==> src/rtl/cmpq_pkg.sv <==
package cmpq_pkg;
  localparam int WORD_W    = 16;
  localparam int RATE_W    = 2;
  localparam int NSAMP_W   = 3;
  localparam int RATE_LSB  = 14;
  localparam int EN_BIT    = 13;
  localparam int NSAMP_LSB = 10;
  localparam int PD_BIT    = 9;
  localparam int RES_BIT   = 8;
  localparam int DIV_W     = (1 << RATE_W) - 1;

  typedef struct packed {
    logic [RATE_W-1:0]  rate;
    logic               en;
    logic [NSAMP_W-1:0] nsamp;
    logic               pd;
  } ctrl_t;
endpackage

==> src/rtl/cmpq_sync.sv <==
module cmpq_sync #(
  parameter int STAGES = 2
) (
  input  logic clk,
  input  logic rst_n,
  input  logic d_i,
  output logic q_o
);
  logic [STAGES-1:0] pipe_q;

  generate
    for (genvar i = 0; i < STAGES; i++) begin : g_stage
      if (i == 0) begin : g_first
        always_ff @(posedge clk or negedge rst_n)
          if (!rst_n) pipe_q[0] <= 1'b0;
          else        pipe_q[0] <= d_i;
      end else begin : g_next
        always_ff @(posedge clk or negedge rst_n)
          if (!rst_n) pipe_q[i] <= 1'b0;
          else        pipe_q[i] <= pipe_q[i-1];
      end
    end
  endgenerate

  assign q_o = pipe_q[STAGES-1];
endmodule

==> src/rtl/cmpq_ctrl_reg.sv <==
module cmpq_ctrl_reg
  import cmpq_pkg::*;
(
  input  logic              clk,
  input  logic              rst_n,
  input  logic              wr_en,
  input  logic [WORD_W-1:0] wr_data,
  output ctrl_t             ctrl_o
);
  ctrl_t ctrl_q;
  ctrl_t ctrl_d;

  always_comb begin
    ctrl_d       = ctrl_q;
    if (wr_en) begin
      ctrl_d.rate  = wr_data[RATE_LSB +: RATE_W];
      ctrl_d.en    = wr_data[EN_BIT];
      ctrl_d.nsamp = wr_data[NSAMP_LSB +: NSAMP_W];
      ctrl_d.pd    = wr_data[PD_BIT];
    end
  end

  always_ff @(posedge clk or negedge rst_n)
    if (!rst_n) ctrl_q <= '0;
    else        ctrl_q <= ctrl_d;

  assign ctrl_o = ctrl_q;


  hold_without_write_chk: assert property (@(posedge clk) disable iff (!rst_n)
    !wr_en |=> $stable(ctrl_q));
endmodule

==> src/rtl/cmpq_prescale.sv <==
module cmpq_prescale
  import cmpq_pkg::*;
(
  input  logic              clk,
  input  logic              rst_n,
  input  logic              en_i,
  input  logic [RATE_W-1:0] rate_i,
  output logic              tick_o
);
  logic [DIV_W-1:0] div_q;
  logic [DIV_W-1:0] phase_mask;

  always_comb begin
    phase_mask = '0;
    for (int b = 0; b < DIV_W; b++)
      if (b < int'(rate_i)) phase_mask[b] = 1'b1;
  end

  always_ff @(posedge clk or negedge rst_n)
    if (!rst_n)     div_q <= '0;
    else if (!en_i) div_q <= '0;
    else            div_q <= div_q + 1'b1;

  assign tick_o = en_i && ((div_q & phase_mask) == phase_mask);


  no_back_to_back_tick_chk: assert property (@(posedge clk) disable iff (!rst_n)
    (tick_o && rate_i != '0) |=> (!tick_o || $changed(rate_i)));
endmodule

==> src/rtl/cmpq_debounce.sv <==
module cmpq_debounce
  import cmpq_pkg::*;
#(
  parameter int RUN_W       = 8,
  parameter int MAX_SAMPLES = 5
) (
  input  logic               clk,
  input  logic               rst_n,
  input  logic               en_i,
  input  logic               tick_i,
  input  logic               cmp_i,
  input  logic [NSAMP_W-1:0] nsamp_i,
  output logic               result_o
);
  localparam logic [RUN_W-1:0] RUN_MAX  = {RUN_W{1'b1}};
  localparam logic [RUN_W-1:0] NEED_CAP = RUN_W'(MAX_SAMPLES - 1);

  logic [RUN_W-1:0] run_q;
  logic [RUN_W-1:0] need_m1;
  logic             result_q;
  logic             hit;

  always_comb begin
    need_m1 = RUN_W'(nsamp_i);
    if (need_m1 > NEED_CAP) need_m1 = NEED_CAP;
  end

  assign hit = tick_i && cmp_i && (run_q >= need_m1);

  always_ff @(posedge clk or negedge rst_n)
    if (!rst_n) begin
      run_q    <= '0;
      result_q <= 1'b0;
    end else if (!en_i) begin
      run_q    <= '0;
      result_q <= 1'b0;
    end else if (tick_i) begin
      if (!cmp_i)                run_q <= '0;
      else if (run_q != RUN_MAX) run_q <= run_q + 1'b1;
      if (hit) result_q <= 1'b1;
    end

  assign result_o = result_q;


  low_sample_restarts_chk: assert property (@(posedge clk) disable iff (!rst_n)
    (en_i && tick_i && !cmp_i) |=> (run_q == '0));

  result_sticky_chk: assert property (@(posedge clk) disable iff (!rst_n)
    (en_i && result_q) |=> result_q);

  disabled_clears_chk: assert property (@(posedge clk) disable iff (!rst_n)
    !en_i |=> (!result_q && run_q == '0));

  run_saturates_chk: assert property (@(posedge clk) disable iff (!rst_n)
    (en_i && tick_i && cmp_i && run_q == RUN_MAX) |=> (run_q == RUN_MAX));
endmodule

==> src/rtl/cmp_qualifier.sv <==
module cmp_qualifier
  import cmpq_pkg::*;
#(
  parameter int RUN_W       = 8,
  parameter int MAX_SAMPLES = 5,
  parameter int SYNC_STAGES = 2
) (
  input  logic              clk,
  input  logic              rst_n,
  input  logic              cfg_wr_en,
  input  logic [WORD_W-1:0] cfg_wr_data,
  output logic [WORD_W-1:0] cfg_rd_data,
  input  logic              cmp_raw_i,
  output logic              analog_pd_o
);
  ctrl_t ctrl;
  logic  cmp_sync;
  logic  tick;
  logic  result;

  cmpq_ctrl_reg u_reg (
    .clk     (clk),
    .rst_n   (rst_n),
    .wr_en   (cfg_wr_en),
    .wr_data (cfg_wr_data),
    .ctrl_o  (ctrl)
  );

  cmpq_sync #(.STAGES(SYNC_STAGES)) u_sync (
    .clk   (clk),
    .rst_n (rst_n),
    .d_i   (cmp_raw_i),
    .q_o   (cmp_sync)
  );

  cmpq_prescale u_div (
    .clk    (clk),
    .rst_n  (rst_n),
    .en_i   (ctrl.en),
    .rate_i (ctrl.rate),
    .tick_o (tick)
  );

  cmpq_debounce #(.RUN_W(RUN_W), .MAX_SAMPLES(MAX_SAMPLES)) u_deb (
    .clk      (clk),
    .rst_n    (rst_n),
    .en_i     (ctrl.en),
    .tick_i   (tick),
    .cmp_i    (cmp_sync),
    .nsamp_i  (ctrl.nsamp),
    .result_o (result)
  );

  always_comb begin
    cfg_rd_data                         = '0;
    cfg_rd_data[RATE_LSB +: RATE_W]     = ctrl.rate;
    cfg_rd_data[EN_BIT]                 = ctrl.en;
    cfg_rd_data[NSAMP_LSB +: NSAMP_W]   = ctrl.nsamp;
    cfg_rd_data[PD_BIT]                 = ctrl.pd;
    cfg_rd_data[RES_BIT]                = result && ctrl.en;
  end

  assign analog_pd_o = ctrl.pd;


  result_needs_synced_high_chk: assert property (@(posedge clk) disable iff (!rst_n)
    $rose(result) |-> $past(cmp_sync));
endmodule

==> config.mk <==
export PLATFORM = sky130hd
export DESIGN_NAME = cmp_qualifier
export DESIGN_NICKNAME = d
export VERILOG_FILES = /design/src/rtl/cmpq_pkg.sv /design/src/rtl/cmpq_sync.sv /design/src/rtl/cmpq_ctrl_reg.sv /design/src/rtl/cmpq_prescale.sv /design/src/rtl/cmpq_debounce.sv /design/src/rtl/cmp_qualifier.sv
export SDC_FILE = /design/constraint.sdc
export NUM_CORES = 1
export LEC_CHECK = 0
export BUFFER_PORTS_ARGS = -buffer_cell sky130_fd_sc_hd__buf_2
export CAP_MARGIN = 20
export CELL_PAD_IN_SITES_DETAIL_PLACEMENT = 0
export CELL_PAD_IN_SITES_GLOBAL_PLACEMENT = 1
export CORE_ASPECT_RATIO = 0.8
export CORE_MARGIN = 2
export CORE_UTILIZATION = 30
export CTS_CLUSTER_DIAMETER = 60
export CTS_CLUSTER_SIZE = 8
export DETAILED_ROUTE_END_ITERATION = 16
export PLACE_DENSITY = 0.69
export RECOVER_POWER = 100
export SYNTH_ARGS = -nofsm -noshare
export SYNTH_HDL_FRONTEND = slang
export SYNTH_SLANG_ARGS = --single-unit
export TNS_END_PERCENT = 50
==> constraint.sdc <==
create_clock -name clk -period 3.4 [get_ports clk]
set_input_delay 0.51 -clock clk [delete_from_list [all_inputs] [get_ports clk]]
set_output_delay 0.51 -clock clk [all_outputs]
set_load 0.01 [all_outputs]
==> flow_summary.ini <==
[synth]
synth_top_area_share_pct = 45.2
synthesis.area_mm2 = 0.00116
ys.flop_type = dfrtp_1
async_flop_share_pct = 100
synth_common_cells = 21 x dfrtp_1, 10 x buf_4, 8 x inv_1, 8 x nand2_1, 6 x a21oi_1
postSynthAreaPerCell_um2 = 9.85
yosysWarnings = 0
synth_cell_types = 31
synthTopCellsByArea = dfrtp_1 45%, buf_4 6.5%, ha_1 5.4%
synth_seq_cells = 21
ys_seq_area_share_pct = 45.2
synth_enable_flop_cells = 0
yosysMostFrequentCell = dfrtp_1
yosys.area.top_type = dfrtp_1
synth_cells = 118

[placed_design]
portBuffers = 19
finalWeightedCongestion = 0.802
dp_hpwl_um = 1590

[grt]
grt_pass1_wl_um = 3420
grt_usage_pct = 10.3
gr-total-overflow = 0
antenna_found_initial = 0
grt_pass1_vias = 744
grt_max_degree = 22

[route]
vias = 853
viasPerCell = 4.82
drt_iter0_drc = 21
dr.pass1.iters = 4
post-route-drc-count = 0
routedWlPerCell_um = 12.0
drt-total-wl_um = 2120
ant_nets = 0

[hold_path]
hold_depth = 1
min_path_type = in2reg

[critical_path]
crit_family = simple AND/OR/NAND/NOR gates
path_buf_inv = 0
path_max_fanout = 7
slowest_stage = dfrtp_1
cp.arrival_ps = 1950
worstPathRequired_ps = 3550
path_depth = 5
worst-setup-path-type = reg2reg
max_stage_delay_ps = 470
cp_cell_sequence = ha_1 -> or4_1 -> nor4_1 -> o21ai_0 -> and3_1
crit_path_end_kind = flop
start_kind = flop
r2r_cells = 5

[timing]
setup_viol = 0
finalHoldViolCount = 0
finalMaxSlewViolations = 0
clock.fmax_ghz = 0.557
period_needed_ps = 1790
fin_crit_sh_pct = 52.8
worstMarginPinSlew_ps = 1110
skew_ps = 0.922
setup_tns_ps = 0
hold_slack_ps = 351
slew_headroom_pct = 25.7
rsz0062_at_grt = no

[final_layout]
final_nets = 159
fill_cells = 398
area_delta_synth_final_pct = 9.15
antenna_cells = 0
multi_input_area_um2 = 532
seq_area_um2 = 526
drive_gt1_share_pct = 12.8

[clock_network]
cts_max_level = 1
clockBufferDepth = 2
cts-root-buf = clkbuf_8
numCtsBuffers = 3
post_cts_buffers = 0
clk_pin_slew_ps = 70
post_cts_resized = 0
hold_buffers = 0
clk_latency_ps = 260
cts_tree = built
clock_sinks = 21

[flow_run]
cap_viol_max_count = 0

[pwr]
vdd_drop_max_mv = 0.231
leakagePower_uw = 0.000528
powerDensity_mw_per_mm2 = 404

[floorplanning]
die_area_mm2 = 0.00439
initial_utilization_pct = 31.0
die_h_um = 59.7
coreArea_mm2 = 0.00375
rows = 20
io_pins = 37
die_w_um = 73.6

[outcome]
outcome = complete, no violations
## through the flow
stage	cell area [um2]	power, uW	setup WS [ps]	utilization [%]	cells
global placement	1240	357	1630	33.0	173
CTS	1280	522	1600	34.2	177
global route	1270	544	1470	33.8	177
finish	1270	513	1610	33.8	177
detailed placement	1240	360	1620	33.0	173
floorplan	1190	343	1800	-	125
## cells in the final DEF (no fill, tap or decap)
| cell | netlist | routed |
|---|---|---|
| dfrtp_1 | 21 | 21 |
| clkbuf_1 | 4 | 12 |
| inv_1 | 8 | 8 |
| nand2_1 | 8 | 8 |
| conb_1 | 1 | 8 |
| buf_2 | 0 | 8 |
| a21oi_1 | 6 | 6 |
| mux2_2 | 5 | 5 |
| nand3_1 | 5 | 5 |
| o211ai_1 | 5 | 5 |
| o21ai_0 | 4 | 5 |
| or4_1 | 5 | 5 |
| ha_1 | 5 | 5 |
| nor2b_1 | 3 | 3 |
| nor2_1 | 3 | 3 |
| or3_1 | 3 | 3 |
| nor4_1 | 3 | 3 |
| o31ai_1 | 3 | 3 |
| clkbuf_8 | 0 | 3 |
| mux2i_1 | 2 | 2 |
| and2_0 | 0 | 1 |
| and2_1 | 2 | 1 |
| xnor2_1 | 1 | 1 |
| o22a_1 | 1 | 1 |
| nand4_1 | 1 | 1 |
| nor3_2 | 1 | 1 |
| o211a_1 | 1 | 1 |
| nand2b_1 | 1 | 1 |
| o21bai_1 | 1 | 1 |
| and3_1 | 1 | 1 |
| a31oi_1 | 1 | 1 |
| o21ai_1 | 2 | 1 |
## per-layer routing
| metal | routed length [um] | share of wire (%) | vias to the layer above | track usage [%] |
|---|---|---|---|---|
| met4 | 10 | 0.47 | 0 | 2.86 |
| li1 | - | - | 434 | - |
| met5 | 0 | 0 | - | 0 |
| met2 | 936 | 44 | 17 | 15.3 |
| met1 | 1080 | 51 | 399 | 14.4 |
| met3 | 96 | 4.5 | 3 | 3.20 |
## worst paths after layout
check | start | to | slack [ps]
max | u_deb.run_q[2] | u_deb.result_o | 1610
min | cmp_raw_i | u_sync.pipe_q[0] | 350
max reg2reg | u_deb.run_q[2] | u_deb.result_o | 1610
min reg2reg | u_sync.pipe_q[0] | u_sync.q_o | 360
max in group asynchronous | rst_n | u_deb.result_o | 2300
min in group asynchronous | rst_n | u_div.div_q[2] | 440
## state kept, by name (all words and copies together) (netlist names)
name / count
u_deb.result_o: 1
u_deb.run_q: 8
u_div.div_q: 3
u_reg.ctrl_o: 7
u_sync.pipe_q: 1
u_sync.q_o: 1
## worst register-to-register path, cell delays in order (launching register included)
cell and delay, ps:
dfrtp_1 470, ha_1 220, or4_1 470, nor4_1 220, o21ai_0 130, and3_1 180
## area by class of cell
cell class                      instances  area share, %
Multi-Input combinational cell         81           41.9
Sequential cell                        21           41.4
Timing Repair Buffer                   19           6.41
Tap cell                               44           4.34
Clock buffer                            4           3.55
Inverter                                8           2.37
## power by group
group	leakage (uW)	internal [uW]	switching [uW]
Clock	0.0000228	83.5	79.5
Combinational	0.000234	27.8	43.9
Sequential	0.000271	264	14.4
Total	0.000528	375	138
## cell families (layout without fill, tap and decap cells)
group / count (synthesis) / after routing / synth area share (%)
AO/OA/AOI/OAI: 24 / 24 / 13.1
XOR/XNOR: 1 / 1 / 0.754
adder cells (fa/ha/maj): 5 / 5 / 5.38
buffers and inverters: 23 / 31 / 11.3
flip-flops: 21 / 21 / 45.2
multiplexers: 7 / 7 / 6.57
other: 1 / 8 / 0.323
AND/OR/NAND/NOR: 36 / 36 / 17.3
Power figures use the tool's default switching activity.
